===== config.mk =====
export PLATFORM = sky130hd
export DESIGN_NAME = nf_vload_seq
export DESIGN_NICKNAME = d
export VERILOG_FILES = /design/src/rtl/nf_load_pkg.sv /design/src/rtl/nf_addr_gen.sv /design/src/rtl/nf_lane_decode.sv /design/src/rtl/nf_lane_update.sv /design/src/rtl/nf_vload_seq.sv
export SDC_FILE = /design/constraint.sdc
export NUM_CORES = 1
export LEC_CHECK = 0
export ABC_AREA = 1
export BUFFER_PORTS_ARGS = -buffer_cell sky130_fd_sc_hd__buf_2
export CORE_AREA = 5 5 186 188
export DETAILED_ROUTE_END_ITERATION = 8
export DIE_AREA = 0 0 191 193
export GPL_ROUTABILITY_DRIVEN = 0
export PLACE_DENSITY = 0.82
export SYNTH_ARGS = -nofsm -noshare
export SYNTH_HDL_FRONTEND = slang
export SYNTH_SLANG_ARGS = --single-unit

===== constraint.sdc =====
create_clock -name clk -period 6.32 [get_ports clk]
set_input_delay 0.948 -clock clk [delete_from_list [all_inputs] [get_ports clk]]
set_output_delay 0.948 -clock clk [all_outputs]
set_load 0.1 [all_outputs]

===== src/rtl/nf_load_pkg.sv =====
package nf_load_pkg;

   typedef enum logic [1:0] {
      ESZ_BYTE  = 2'b00,
      ESZ_HALF  = 2'b01,
      ESZ_WORD  = 2'b10,
      ESZ_DWORD = 2'b11
   } esz_e;

   typedef enum logic [1:0] {
      ST_IDLE  = 2'b00,
      ST_ISSUE = 2'b01,
      ST_WAIT  = 2'b10
   } seq_state_e;

   localparam int ADDR_W = 64;
   localparam int IMM_W  = 4;

endpackage


===== src/rtl/nf_addr_gen.sv =====
module nf_addr_gen
   import nf_load_pkg::*;
#(
   parameter int VLEN = 128,
   parameter int IW   = 4
) (
   input  logic [ADDR_W-1:0] base,
   input  logic [IMM_W-1:0]  imm,
   input  logic [1:0]        esz,
   input  logic [IW-1:0]     idx,
   output logic [ADDR_W-1:0] addr
);
   localparam int LG_NB = $clog2(VLEN / 8);

   logic [ADDR_W-1:0] imm_x;
   logic [ADDR_W-1:0] scaled;

   // scale the signed offset by the element count: NB >> esz elements
   always_comb begin
      imm_x  = {{(ADDR_W - IMM_W){imm[IMM_W-1]}}, imm};
      scaled = imm_x << (LG_NB - int'(esz));
      addr   = base + scaled + ADDR_W'(idx);
   end
endmodule


===== src/rtl/nf_lane_decode.sv =====
module nf_lane_decode #(
   parameter int NB = 16,
   parameter int IW = 4
) (
   input  logic [1:0]    esz,
   input  logic [IW-1:0] idx,
   input  logic [NB-1:0] pred,
   output logic [NB-1:0] grp,
   output logic [NB-1:0] lead,
   output logic          active
);
   logic [IW:0] lead_pos;

   assign lead_pos = {1'b0, idx} << esz;

   for (genvar b = 0; b < NB; b++) begin : g_lane
      localparam logic [IW:0] BPOS = (IW + 1)'(b);
      assign grp[b]  = ((BPOS >> esz) == {1'b0, idx});
      assign lead[b] = (BPOS == lead_pos);
   end

   assign active = |(lead & pred);
endmodule


===== src/rtl/nf_lane_update.sv =====
module nf_lane_update #(
   parameter int NB         = 16,
   parameter bit FILL_MERGE = 1'b0
) (
   input  logic            clk,
   input  logic            rst_n,
   input  logic            step,
   input  logic [NB-1:0]   grp,
   input  logic [NB-1:0]   lead,
   input  logic [NB-1:0]   ffr_q,
   input  logic [NB*8-1:0] res_q,
   input  logic [NB*8-1:0] old_q,
   input  logic [7:0]      data,
   input  logic            fault,
   input  logic            faulted_q,
   input  logic            unknown_q,
   output logic [NB-1:0]   ffr_d,
   output logic [NB*8-1:0] res_d,
   output logic            faulted_d,
   output logic            unknown_d
);
   logic lead_ffr;

   assign faulted_d = faulted_q | fault;

   for (genvar b = 0; b < NB; b++) begin : g_ffr
      assign ffr_d[b] = (faulted_d && grp[b]) ? 1'b0 : ffr_q[b];
   end

   assign lead_ffr  = |(lead & ffr_d);
   assign unknown_d = unknown_q | ~lead_ffr;

   for (genvar b = 0; b < NB; b++) begin : g_res
      logic [7:0] fill;
      assign fill = FILL_MERGE ? old_q[b*8 +: 8] : 8'h00;
      always_comb begin
         if (!grp[b])        res_d[b*8 +: 8] = res_q[b*8 +: 8];
         else if (unknown_d) res_d[b*8 +: 8] = fill;
         else if (lead[b])   res_d[b*8 +: 8] = data;
         else                res_d[b*8 +: 8] = 8'h00;
      end
   end

   logic [NB*8-1:0] grp_bits;
   for (genvar b = 0; b < NB; b++) begin : g_gb
      assign grp_bits[b*8 +: 8] = {8{grp[b]}};
   end

   // uncertain elements take zero under the default fill policy
   p_unknown_zero_r6 : assert property (@(posedge clk) disable iff (!rst_n)
      (step && unknown_d && !FILL_MERGE) |-> ((res_d & grp_bits) == '0));

   // a fault in this element clears its own mask group
   p_fault_clears_r5 : assert property (@(posedge clk) disable iff (!rst_n)
      (step && fault) |-> ((ffr_d & grp) == '0));
endmodule


===== src/rtl/nf_vload_seq.sv =====
module nf_vload_seq
   import nf_load_pkg::*;
#(
   parameter int VLEN       = 128,
   parameter bit FILL_MERGE = 1'b0,
   localparam int NB        = VLEN / 8
) (
   input  logic            clk,
   input  logic            rst_n,
   input  logic            start_valid,
   input  logic [63:0]     start_base,
   input  logic [3:0]      start_imm,
   input  logic [1:0]      start_esz,
   input  logic [NB-1:0]   start_pred,
   input  logic [NB-1:0]   start_ffr,
   input  logic [VLEN-1:0] start_old,
   output logic            busy,
   output logic            req_valid,
   input  logic            req_ready,
   output logic [63:0]     req_addr,
   input  logic            rsp_valid,
   input  logic [7:0]      rsp_data,
   input  logic            rsp_fault,
   output logic            done,
   output logic [VLEN-1:0] result,
   output logic [NB-1:0]   ffr_out
);
   localparam int IW = $clog2(NB);

   if (VLEN < 128 || (VLEN % 64) != 0 || (VLEN & (VLEN - 1)) != 0) begin : g_bad_vlen
      $error("nf_vload_seq: VLEN must be a power of two, at least 128");
   end

   seq_state_e        state_q;
   logic [IW-1:0]     idx_q;
   logic [1:0]        esz_q;
   logic [63:0]       base_q;
   logic [3:0]        imm_q;
   logic [NB-1:0]     pred_q;
   logic [NB-1:0]     ffr_q;
   logic [VLEN-1:0]   res_q;
   logic [VLEN-1:0]   old_q;
   logic              faulted_q;
   logic              unknown_q;
   logic              done_q;

   logic [NB-1:0]     grp, lead;
   logic              active;
   logic [NB-1:0]     ffr_d;
   logic [VLEN-1:0]   res_d;
   logic              faulted_d, unknown_d;
   logic              step, last, start_go;
   logic [IW:0]       nel;
   logic [7:0]        elem_data;
   logic              elem_fault;

   nf_addr_gen #(.VLEN(VLEN), .IW(IW)) u_addr (
      .base (base_q),
      .imm  (imm_q),
      .esz  (esz_q),
      .idx  (idx_q),
      .addr (req_addr)
   );

   nf_lane_decode #(.NB(NB), .IW(IW)) u_dec (
      .esz    (esz_q),
      .idx    (idx_q),
      .pred   (pred_q),
      .grp    (grp),
      .lead   (lead),
      .active (active)
   );

   nf_lane_update #(.NB(NB), .FILL_MERGE(FILL_MERGE)) u_upd (
      .clk       (clk),
      .rst_n     (rst_n),
      .step      (step),
      .grp       (grp),
      .lead      (lead),
      .ffr_q     (ffr_q),
      .res_q     (res_q),
      .old_q     (old_q),
      .data      (elem_data),
      .fault     (elem_fault),
      .faulted_q (faulted_q),
      .unknown_q (unknown_q),
      .ffr_d     (ffr_d),
      .res_d     (res_d),
      .faulted_d (faulted_d),
      .unknown_d (unknown_d)
   );

   assign nel        = (IW + 1)'(NB) >> esz_q;
   assign last       = ({1'b0, idx_q} == (nel - (IW + 1)'(1)));
   assign start_go   = (state_q == ST_IDLE) && start_valid;
   assign req_valid  = (state_q == ST_ISSUE) && active;
   assign step       = ((state_q == ST_ISSUE) && !active) ||
                       ((state_q == ST_WAIT) && rsp_valid);
   assign elem_data  = (state_q == ST_WAIT) ? rsp_data : 8'h00;
   assign elem_fault = (state_q == ST_WAIT) && rsp_fault;

   always_ff @(posedge clk or negedge rst_n) begin
      if (!rst_n) begin
         state_q   <= ST_IDLE;
         idx_q     <= '0;
         esz_q     <= '0;
         base_q    <= '0;
         imm_q     <= '0;
         pred_q    <= '0;
         ffr_q     <= '0;
         res_q     <= '0;
         old_q     <= '0;
         faulted_q <= 1'b0;
         unknown_q <= 1'b0;
         done_q    <= 1'b0;
      end else begin
         done_q <= 1'b0;
         unique case (state_q)
            ST_IDLE: begin
               if (start_go) begin
                  state_q   <= ST_ISSUE;
                  idx_q     <= '0;
                  esz_q     <= start_esz;
                  base_q    <= start_base;
                  imm_q     <= start_imm;
                  pred_q    <= start_pred;
                  ffr_q     <= start_ffr;
                  res_q     <= '0;
                  old_q     <= start_old;
                  faulted_q <= 1'b0;
                  unknown_q <= 1'b0;
               end
            end
            ST_ISSUE: begin
               if (active && req_ready) state_q <= ST_WAIT;
            end
            ST_WAIT: ;
            default: state_q <= ST_IDLE;
         endcase
         if (step) begin
            ffr_q     <= ffr_d;
            res_q     <= res_d;
            faulted_q <= faulted_d;
            unknown_q <= unknown_d;
            if (last) begin
               state_q <= ST_IDLE;
               done_q  <= 1'b1;
            end else begin
               state_q <= ST_ISSUE;
               idx_q   <= idx_q + IW'(1);
            end
         end
      end
   end

   assign busy    = (state_q != ST_IDLE);
   assign done    = done_q;
   assign result  = res_q;
   assign ffr_out = ffr_q;

   // a pending request is held with a stable address
   p_req_hold_r7 : assert property (@(posedge clk) disable iff (!rst_n)
      (req_valid && !req_ready) |=> (req_valid && $stable(req_addr)));

   // completion is a single-cycle pulse that follows a busy cycle
   p_done_pulse_r8 : assert property (@(posedge clk) disable iff (!rst_n)
      done |=> !done);
   p_done_after_busy_r8 : assert property (@(posedge clk) disable iff (!rst_n)
      $rose(done) |-> $past(busy));

   // during an operation the mask only loses bits
   p_ffr_only_clears_r5 : assert property (@(posedge clk) disable iff (!rst_n)
      (busy && $past(busy)) |-> ((ffr_q & ~$past(ffr_q)) == '0));

   // uncertainty never goes away within one operation
   p_unknown_sticky_r6 : assert property (@(posedge clk) disable iff (!rst_n)
      (busy && unknown_q) |=> (unknown_q || !busy));
endmodule


==> results of run 1 <==
[cells in the mapped netlist (all sizes together) (8+ instances only)]
master    n  area [um2]
a21oi    92         479
o21ai    75         375
xnor2    21         184
a31oi    19         119
dfrtp   239        5980
o21bai   13        97.6
nand3   232        1180
buf      19         140
nor2    239         972
a21boi    8        60.1
clkbuf   34         129
a21o      8        60.1
inv     147         552
nand2   884        3450
xor2     45         394
ha      130        1630
nor3     15        75.1
[registers in the layout (all words and copies together), names as in the netlist, 2 cells and up]
signal,count
result,128
pred_q,16
base_q,64
state_q,2
ffr_out,16
idx_q,4
esz_q,2
imm_q,4
[cell families (layout without fill, tap and decap cells)]
kind of cell / Yosys count / in the layout / share of synthesized area, %
AND/OR/NAND/NOR: 1387 / 1387 / 35.8
flip-flops: 239 / 239 / 37.0
AO/OA/AOI/OAI: 224 / 224 / 7.82
buffers and inverters: 202 / 530 / 5.13
adder cells (fa/ha/maj): 134 / 134 / 10.6
XOR/XNOR: 66 / 66 / 3.58
multiplexers: 1 / 1 / 0.0619
other: 0 / 15 / 0
[repair_timing]
item,4_1_cts,5_1_grt
resized for setup,5,11
hold buffers,0,0
endpoints found under the setup margin,10,17
[placed cells by master, fill, tap and decap left out, types with 7 or more instances in the layout]
| cell | netlist | final |
|---|---|---|
| a21o_1 | 8 | 8 |
| clkbuf_16 | 0 | 27 |
| nor2_4 | 6 | 7 |
| nor3_1 | 15 | 15 |
| diode_2 | 0 | 15 |
| buf_4 | 2 | 8 |
| inv_1 | 132 | 132 |
| nand2_4 | 11 | 11 |
| nand2_1 | 853 | 853 |
| ha_1 | 130 | 129 |
| o21ai_0 | 75 | 72 |
| nor2_2 | 12 | 12 |
| xnor2_1 | 21 | 21 |
| buf_2 | 10 | 320 |
| o21bai_1 | 13 | 13 |
| a21oi_1 | 87 | 87 |
| nand3_1 | 228 | 228 |
| clkbuf_8 | 0 | 10 |
| xor2_1 | 45 | 45 |
| a31oi_1 | 19 | 19 |
| nor2_1 | 221 | 220 |
| nand2_2 | 20 | 20 |
| inv_2 | 15 | 13 |
| dfrtp_1 | 239 | 237 |
[layout make-up]
| type | instances | area, um2 |
|---|---|---|
| Clock inverter | 8 | 136 |
| Timing Repair Buffer | 332 | 1710 |
| Tap cell | 448 | 561 |
| Inverter | 149 | 564 |
| Fill cell | 2942 | 13800 |
| Multi-Input combinational cell | 1812 | 9370 |
| Sequential cell | 239 | 5980 |
| Antenna cell | 15 | 37.5 |
| Clock buffer | 41 | 828 |
[worst reg2reg max path: stages (launching register included)]
cell     delay (ns)
dfrtp_1        0.78
ha_1           0.37
inv_2          0.09
nor2_1         0.15
nor3b_2        0.55
nand3_1        0.15
nand2_1        0.10
nor2_1         0.05
nand2_2        0.09
nor2_4         0.07
nand2_2        0.10
nand3_2        0.80
inv_1          0.84
nand2_1        0.13
nand3_1        0.11
[per-layer routing]
| metal | up-vias | wire length [um] |
|---|---|---|
| met5 | - | 49 |
| met4 | 10 | 2650 |
| met3 | 199 | 4790 |
| met2 | 869 | 24000 |
| met1 | 7623 | 20100 |
| li1 | 7930 | - |
[final timing paths]
kind	slack, ns	endpoint	cells after the start	from
max	0.29	req_addr[35]	16	esz_q[0]$_DFFE_PN0P_
min in group clk	0.48	result[34]$_DFFE_PN0P_	2	result[34]$_DFFE_PN0P_
min	0.42	base_q[34]$_DFFE_PN0P_	1	rst_n
max reg2reg	1.90	ffr_out[1]$_DFFE_PN0P_	14	idx_q[0]$_DFF_PN0_
min reg2reg	0.48	result[34]$_DFFE_PN0P_	2	result[34]$_DFFE_PN0P_
max in group asynchronous	4.72	result[101]$_DFFE_PN0P_	2	rst_n
[metrics by stage]
stage / cell area [um2] / setup slack, ns / utilization [%] / hold slack, ns
2_1_floorplan: 16200 / 0.153 / - / 0.442
3_3_place_gp: 18200 / 0.525 / 55.1 / 0.454
3_5_place_dp: 18200 / 0.392 / 55.1 / 0.455
4_1_cts: 19100 / 0.0303 / 58.1 / 0.453
5_1_grt: 19200 / 0.0955 / 58.2 / 0.495
6_report: 19200 / 0.292 / 58.3 / 0.423
==> flow_summary_export.csv, run 1 <==
group,metric,value,unit
synthesis,synthesis.area,0.0162,mm2
global_route,grt_max_degree,132,
synthesis,ys_warnings,0,
critical_path,worst-setup-path-type,"flop to output pin",
synthesis,seq_area_frac_synth,37.0,%
sta,max-slew-margin-rel,28.4,%
sta,clock-skew-final,0.0194,ns
sta,finalCritPeriodShare,95.4,%
drt,routed-via-count,16631,
synthesis,synth_async_sr_flop_share,100,%
critical_path,critical_path_cell_sequence,"buf_4 > inv_2 > ha_4 > nor3_1 > fa_1 > ha_1 > fa_1 > nand3_1 > nand2_1 > a21oi_1 > o21bai_1 > a21boi_0 > o21ai_0 > a21oi_1 > xor2_1 > buf_4",
cts,cts.clk_slew.worst_paths,0.06,ns
global_route,gr-usage-met2,44.9,%
floorplan,floorplan.die_area,0.0369,mm2
placement,port_buffers,326,
global_route,antenna_found_initial,12,
critical_path,worstSetupEndpointType,"output pin",
cts,cts_post_setup_buffers_inserted,0,
drt,detail_route.first_pass.iterations,6,
critical_path,timing.critical_path.slowest_cell_delay,0.46,ns
global_route,grt_use_met3,5.60,%
floorplan,die_h,193,um
sta,rsz0062_at_grt,"no",
cts,clock_tree.buffer_depth,3,
floorplan,core-area,0.0329,mm2
global_route,grt_usage,26.8,%
floorplan,floorplan.initialDensity,49.1,%
drt,drcViolationCount,0,
cells_and_area,num-nets-final,2939,
synthesis,synth_enable_flop_cells,0,
flow_run,drv.max_cap_violation_count,0,
sta,max_freq,166,MHz
placement,post-place-cells,2980,
sta,timing.final.hold_violations,0,
cts,clk-insertion-delay-late,0.56,ns
synthesis,yosys_register_bits,239,
floorplan,floorplan.die.width,191,um
synthesis,mappedNetlistNets,2631,
cts,cts-buffers-inserted,27,
cts,clkSinkCount,239,
sta,finalSetupTns,0,ns
critical_path,startpoint_type,"flop",
global_route,grt.overflow.total,0,
critical_path,critical_path_peak_fanout,13,
cts,h-tree-depth,1,
sta,period_minus_slack,6.03,ns
sta,setup_viol_count_final,0,
cts,tritoncts,"done",
critical_path,critPathBufInv,3,
global_route,grt_first_pass_wirelength,80900,um
cells_and_area,area_grow_syn2layout,18.8,%
global_route,grt-busiest-layer,"met2",
status,status,"complete, no violations",
drt,number_of_nets_with_antenna_violations_after_routing,0,
global_route,grt.met1_usage,33.9,%
floorplan,i_o_pins,455,
cells_and_area,layout.cells.non_filler,3044,
critical_path,slowest_cell_on_the_critical_path,"fa_1",
cells_and_area,drive_gt1_share,17.7,%
placement,place_hpwl,38900,um
drt,drt-wirelength-per-cell,17.0,um
global_route,first_global_vias,15990,
cts,clk_root_buffer_cell,"clkbuf_16",
critical_path,worst-endpoint-arrival,5.08,ns
sta,maxSlewViolCount,0,
drt,via_per_inst,5.46,
critical_path,critPathTopFamily,"adder cells",
drt,total_length_of_routed_wires,51700,um
hold_path,hold_path.class,"input port to async pin",
synthesis,syn_inst,2253,
synthesis,yosys_most_used_dff,"dfrtp_1",
floorplan,placementRows,67,
synthesis,synth.avg_cell_area,7.17,um2
critical_path,critical_path_required,5.37,ns
synthesis,synth.lib_cells_used.distinct,44,
sta,timing_worst_slew_pin_value,1.07,ns
drt,number_of_drc_violations_after_detailed_routing_iteration_0,1477,
Power of run 1 is left out: the tool's default activity adds up to more than one toggle a clock period on the data nets, which glitch-free logic cannot reach.
==> run 2: changes to the inputs <==
--- a/config.mk
+++ b/config.mk
@@ -8,6 +8,7 @@
 export ABC_AREA = 1
 export BUFFER_PORTS_ARGS = -buffer_cell sky130_fd_sc_hd__buf_2
 export CORE_AREA = 5 5 186 188
+export CTS_BUF_LIST = sky130_fd_sc_hd__clkbuf_4 sky130_fd_sc_hd__clkbuf_8 sky130_fd_sc_hd__clkbuf_16
 export DETAILED_ROUTE_END_ITERATION = 8
 export DIE_AREA = 0 0 191 193
 export GPL_ROUTABILITY_DRIVEN = 0
==> flow_summary_export.csv, run 2 (synthesis gave the netlist of run 1 again) <==
group,metric,value,unit
status,status,"complete, no violations",
global_route,grt.overflow.total,0,
drt,drcViolationCount,0,
global_route,grt_max_degree,132,
drt,via_per_inst,5.49,
sta,maxSlewViolCount,0,
cts,clk_root_buffer_cell,"clkbuf_16",
flow_run,drv.max_cap_violation_count,0,
placement,port_buffers,326,
global_route,grt_usage,26.8,%
cts,h-tree-depth,1,
cts,clk-insertion-delay-late,0.57,ns
floorplan,die_h,193,um
cells_and_area,largest_reg_flops,128,
hold_path,hold_path.class,"input port to async pin",
sta,finalCritPeriodShare,95.4,%
sta,setup_viol_count_final,0,
placement,detailed_place.area,0.0182,mm2
critical_path,startpoint_type,"flop",
sta,timing_worst_slew_pin_value,1.07,ns
global_route,first_global_vias,16001,
sta,clock-skew-final,0.0191,ns
critical_path,slowest_cell_on_the_critical_path,"fa_1",
drt,total_length_of_routed_wires,51600,um
critical_path,worst-endpoint-arrival,5.08,ns
drt,drt-wirelength-per-cell,16.9,um
sta,period_minus_slack,6.03,ns
sta,finalSetupTns,0,ns
cells_and_area,drive_gt1_share,17.9,%
cells_and_area,fillerInstances,2943,
cts,tritoncts,"done",
critical_path,critical_path_required,5.37,ns
cells_and_area,num-nets-final,2939,
drt,detail_route.first_pass.iterations,6,
placement,place_hpwl,38900,um
cts,clock_tree.buffer_depth,3,
floorplan,floorplan.die_area,0.0369,mm2
cells_and_area,fin_area,0.0192,mm2
cells_and_area,mostFrequentLayoutCell,"nand2_1",
floorplan,core-area,0.0329,mm2
floorplan,floorplan.initialDensity,49.1,%
cts,cts-buffers-inserted,27,
sta,max-slew-margin-rel,28.8,%
critical_path,worst-setup-path-type,"flop to output pin",
critical_path,worstSetupEndpointType,"output pin",
critical_path,critical_path_peak_fanout,13,
drt,routed-via-count,16715,
cells_and_area,mostFrequentLayoutCells,"nand2_1, buf_2, dfrtp_1, nand3_1, nor2_1",
floorplan,floorplan.die.width,191,um
critical_path,timing.critical_path.slowest_cell_delay,0.47,ns
sta,timing.final.hold_violations,0,
global_route,grt_first_pass_wirelength,80900,um
critical_path,critical_path_cell_sequence,"buf_4 > inv_2 > ha_4 > nor3_1 > fa_1 > ha_1 > fa_1 > nand3_1 > nand2_1 > a21oi_1 > o21bai_1 > a21boi_0 > o21ai_0 > a21oi_1 > xor2_1 > buf_4",
global_route,antenna_found_initial,12,
floorplan,placementRows,67,
floorplan,i_o_pins,455,
drt,number_of_nets_with_antenna_violations_after_routing,0,
cts,clkSinkCount,239,
sta,rsz0062_at_grt,"no",
cts,cts.clk_slew.worst_paths,0.06,ns
cells_and_area,area_grow_syn2layout,18.9,%
sta,max_freq,166,MHz
drt,number_of_drc_violations_after_detailed_routing_iteration_0,1337,
[run 2: changes by cell type in the layout (fill, tap and decap cells not counted), sizes merged]
| cell | before | now |
|---|---|---|
| diode | 15 | 16 |
[run 2: layer usage]
layer  global-route usage, %  vias up  wire length [um]  part of all wire (%)
li1                        -     7930                 -                     -
met1                    33.8     7712             20100                    39
met2                    45.0      873             24100                    47
met3                    5.65      190              4890                   9.5
met4                    11.6       10              2530                   4.9
met5                       0        -                49                 0.095
[run 2: cell type report]
type                            count  area (um2)  share of cell area, %
Clock inverter                      8         136                  0.710
Tap cell                          448         561                   2.92
Timing Repair Buffer              332        1710                   8.91
Antenna cell                       16        40.0                  0.208
Inverter                          149         564                   2.94
Sequential cell                   239        5980                   31.1
Multi-Input combinational cell   1812        9370                   48.8
Clock buffer                       41         843                   4.39
[run 2: worst paths after layout]
path	from	endpoint	slack [ns]	depth (start not counted)
worst min-delay path	rst_n	base_q[20]$_DFFE_PN0P_	0.42	1
worst max-delay path	esz_q[0]$_DFFE_PN0P_	req_addr[35]	0.29	16
min in group clk	result[112]$_DFFE_PN0P_	result[112]$_DFFE_PN0P_	0.48	2
max in group asynchronous	rst_n	result[36]$_DFFE_PN0P_	4.72	2
worst min register to register	result[112]$_DFFE_PN0P_	result[112]$_DFFE_PN0P_	0.48	2
worst max register to register	idx_q[0]$_DFF_PN0_	ffr_out[4]$_DFFE_PN0P_	1.95	14
[run 2: repair_timing]
item,in CTS,in global routing
gates resized for setup,5,11
setup buffers,0,0
endpoints found under the setup margin,10,17
pin swaps,0,0
hold buffers,0,0
[run 2: through the flow]
step                worst slack (ns)  cells  utilization, %  hold slack (ns)
global route                  0.0955   3035            58.2            0.495
detailed placement             0.392   2980            55.1            0.455
global placement               0.525   2980            55.1            0.454
floorplan                      0.153   2253               -            0.442
CTS                           0.0303   3029            58.1            0.453
finish                         0.289   3045            58.3            0.424
[run 2: worst max-delay path, delay by kind of cell (launching register included)]
family          cells  cell delay (ns)
compound gates      5             1.34
xor+xnor            1             0.22
simple gates        3             0.49
flops               1             0.36
fa+ha+maj           4             1.40
buf+inv             3             0.71
Power of run 2 is left out for the same reason.
==> run 3: changes to the inputs <==
==> constraint.sdc (replaced) <==
create_clock -name clk -period 6.95 [get_ports clk]
set_input_delay 1.0425 -clock clk [delete_from_list [all_inputs] [get_ports clk]]
set_output_delay 1.0425 -clock clk [all_outputs]
set_load 0.1 [all_outputs]
==> flow_summary_export.csv, run 3 (synthesis gave the netlist of run 1 again) <==
group,metric,value,unit
cts,cts.clk_slew.worst_paths,0.06,ns
critical_path,worst-setup-path-type,"flop to output pin",
cells_and_area,layout.cells.non_filler,3042,
cts,cts-buffers-inserted,27,
cells_and_area,mostFrequentLayoutCell,"nand2_1",
floorplan,floorplan.die.width,191,um
cells_and_area,mostFrequentLayoutCells,"nand2_1, buf_2, dfrtp_1, nand3_1, nor2_1",
drt,drcViolationCount,0,
cts,cts_post_setup_buffers_inserted,0,
global_route,grt_max_degree,140,
flow_run,drv.max_cap_violation_count,0,
sta,rsz0062_at_grt,"no",
cells_and_area,largest_reg_flops,128,
sta,max_freq,152,MHz
cells_and_area,area_of_the_multi_input_gates,0.00936,mm2
cts,clkSinkCount,239,
cells_and_area,area_grow_syn2layout,18.2,%
cells_and_area,drive_gt1_share,17.8,%
cts,h-tree-depth,1,
sta,timing.final.hold_violations,0,
floorplan,floorplan.die_area,0.0369,mm2
floorplan,core-area,0.0329,mm2
placement,port_buffers,326,
cts,clock_tree.buffer_depth,3,
global_route,grt_usage,26.6,%
cells_and_area,regArea,0.00598,mm2
cts,clk-insertion-delay-late,0.56,ns
global_route,grt_first_pass_wirelength,80600,um
cts,post_cts.resized_instances,0,
cts,clk_root_buffer_cell,"clkbuf_16",
global_route,first_global_vias,16164,
drt,total_length_of_routed_wires,50900,um
floorplan,floorplan.initialDensity,49.1,%
drt,detail_route.first_pass.iterations,7,
cts,tritoncts,"done",
critical_path,worst-endpoint-arrival,5.54,ns
cells_and_area,num-nets-final,2938,
sta,finalCritPeriodShare,94.7,%
cts,post_cts_hold_buffer_count,0,
cells_and_area,fillerInstances,2939,
global_route,antenna_found_initial,12,
placement,post-place-cells,2979,
sta,setup_viol_count_final,0,
status,status,"complete, no violations",
floorplan,i_o_pins,455,
critical_path,critical_path_required,5.91,ns
drt,routed-via-count,16638,
floorplan,die_h,193,um
sta,timing_worst_slew_pin_value,1.07,ns
drt,number_of_drc_violations_after_detailed_routing_iteration_0,1415,
cells_and_area,post-route-util,58.0,%
drt,number_of_nets_with_antenna_violations_after_routing,0,
critical_path,startpoint_type,"flop",
placement,place_hpwl,38600,um
sta,finalSetupTns,0,ns
drt,via_per_inst,5.47,
sta,maxSlewViolCount,0,
drt,drt-wirelength-per-cell,16.7,um
floorplan,placementRows,67,
hold_path,hold_path.class,"flop to flop",
global_route,grt.overflow.total,0,
sta,clock-skew-final,0.0141,ns
critical_path,worstSetupEndpointType,"output pin",
sta,max-slew-margin-rel,28.8,%
critical_path,critical_path_peak_fanout,16,
sta,hold_ws,0.471,ns
sta,period_minus_slack,6.58,ns
[run 3: cell count changes in the layout (fill, tap and decap cells not counted), moves of 2 or more]
cell / previous run / this run
a21boi_1: 2 / 0
buf_2: 320 / 325
clkbuf_8: 10 / 4
o21ai_0: 72 / 75
a21boi_0: 6 / 8
o21ai_1: 3 / 0
clkinv_2: 2 / 5
buf_4: 8 / 4
[run 3: path summary, 6_finish.rpt]
kind                                   startpoint                 endpoint  slack (ns)  cells past startpoint
min in group asynchronous                   rst_n   base_q[38]$_DFFE_PN0P_        0.48                      1
hold / removal             pred_q[14]$_DFFE_PN0P_   pred_q[14]$_DFFE_PN0P_        0.47                      2
setup reg to reg               idx_q[0]$_DFF_PN0_   ffr_out[4]$_DFFE_PN0P_        2.60                     14
hold reg to reg            pred_q[14]$_DFFE_PN0P_   pred_q[14]$_DFFE_PN0P_        0.47                      2
setup / recovery             esz_q[1]$_DFFE_PN0P_             req_addr[38]        0.37                     18
max in group asynchronous                   rst_n  result[104]$_DFFE_PN0P_        5.23                      2
[run 3: per-stage QoR]
stage                     setup WS (ns)  area, um2
after floorplan                   0.689      16200
after global placement            0.988      18200
after detailed placement          0.919      18200
after CTS                         0.235      19100
after global routing             0.0319      19100
final                             0.368      19100
[run 3: per-layer routing]
metal	vias up	wire length [um]	GRT usage, %
met5	-	58	0
met1	7681	19900	33.5
met2	807	23600	44.1
li1	7934	-	-
met3	204	4770	5.91
met4	12	2530	12.2
[run 3: area by class of cell]
class	count	share of cell area (%)
sequential	239	31.3
tap	448	2.93
timing repair buffer	331	8.86
clock buffer	38	4.10
multi-input combinational	1812	49.0
clock inverter	10	0.635
inverter	149	2.94
antenna	15	0.197
[run 3: worst max-delay path, cell delays in order, from the launching register on]
cell and delay, ns:
dfrtp_2 0.52, inv_2 0.20, ha_1 0.54, inv_1 0.23, nand2_1 0.12, nand2_1 0.07
nor2_1 0.13, fa_1 0.43, ha_1 0.36, a21oi_1 0.14, nand2_1 0.12, a21oi_1 0.28
o21ai_0 0.26, a21boi_0 0.44, o21ai_0 0.25, a21oi_1 0.29, nand2_1 0.08, nand2_1 0.09
buf_2 0.42
Power of run 3 is left out for the same reason.
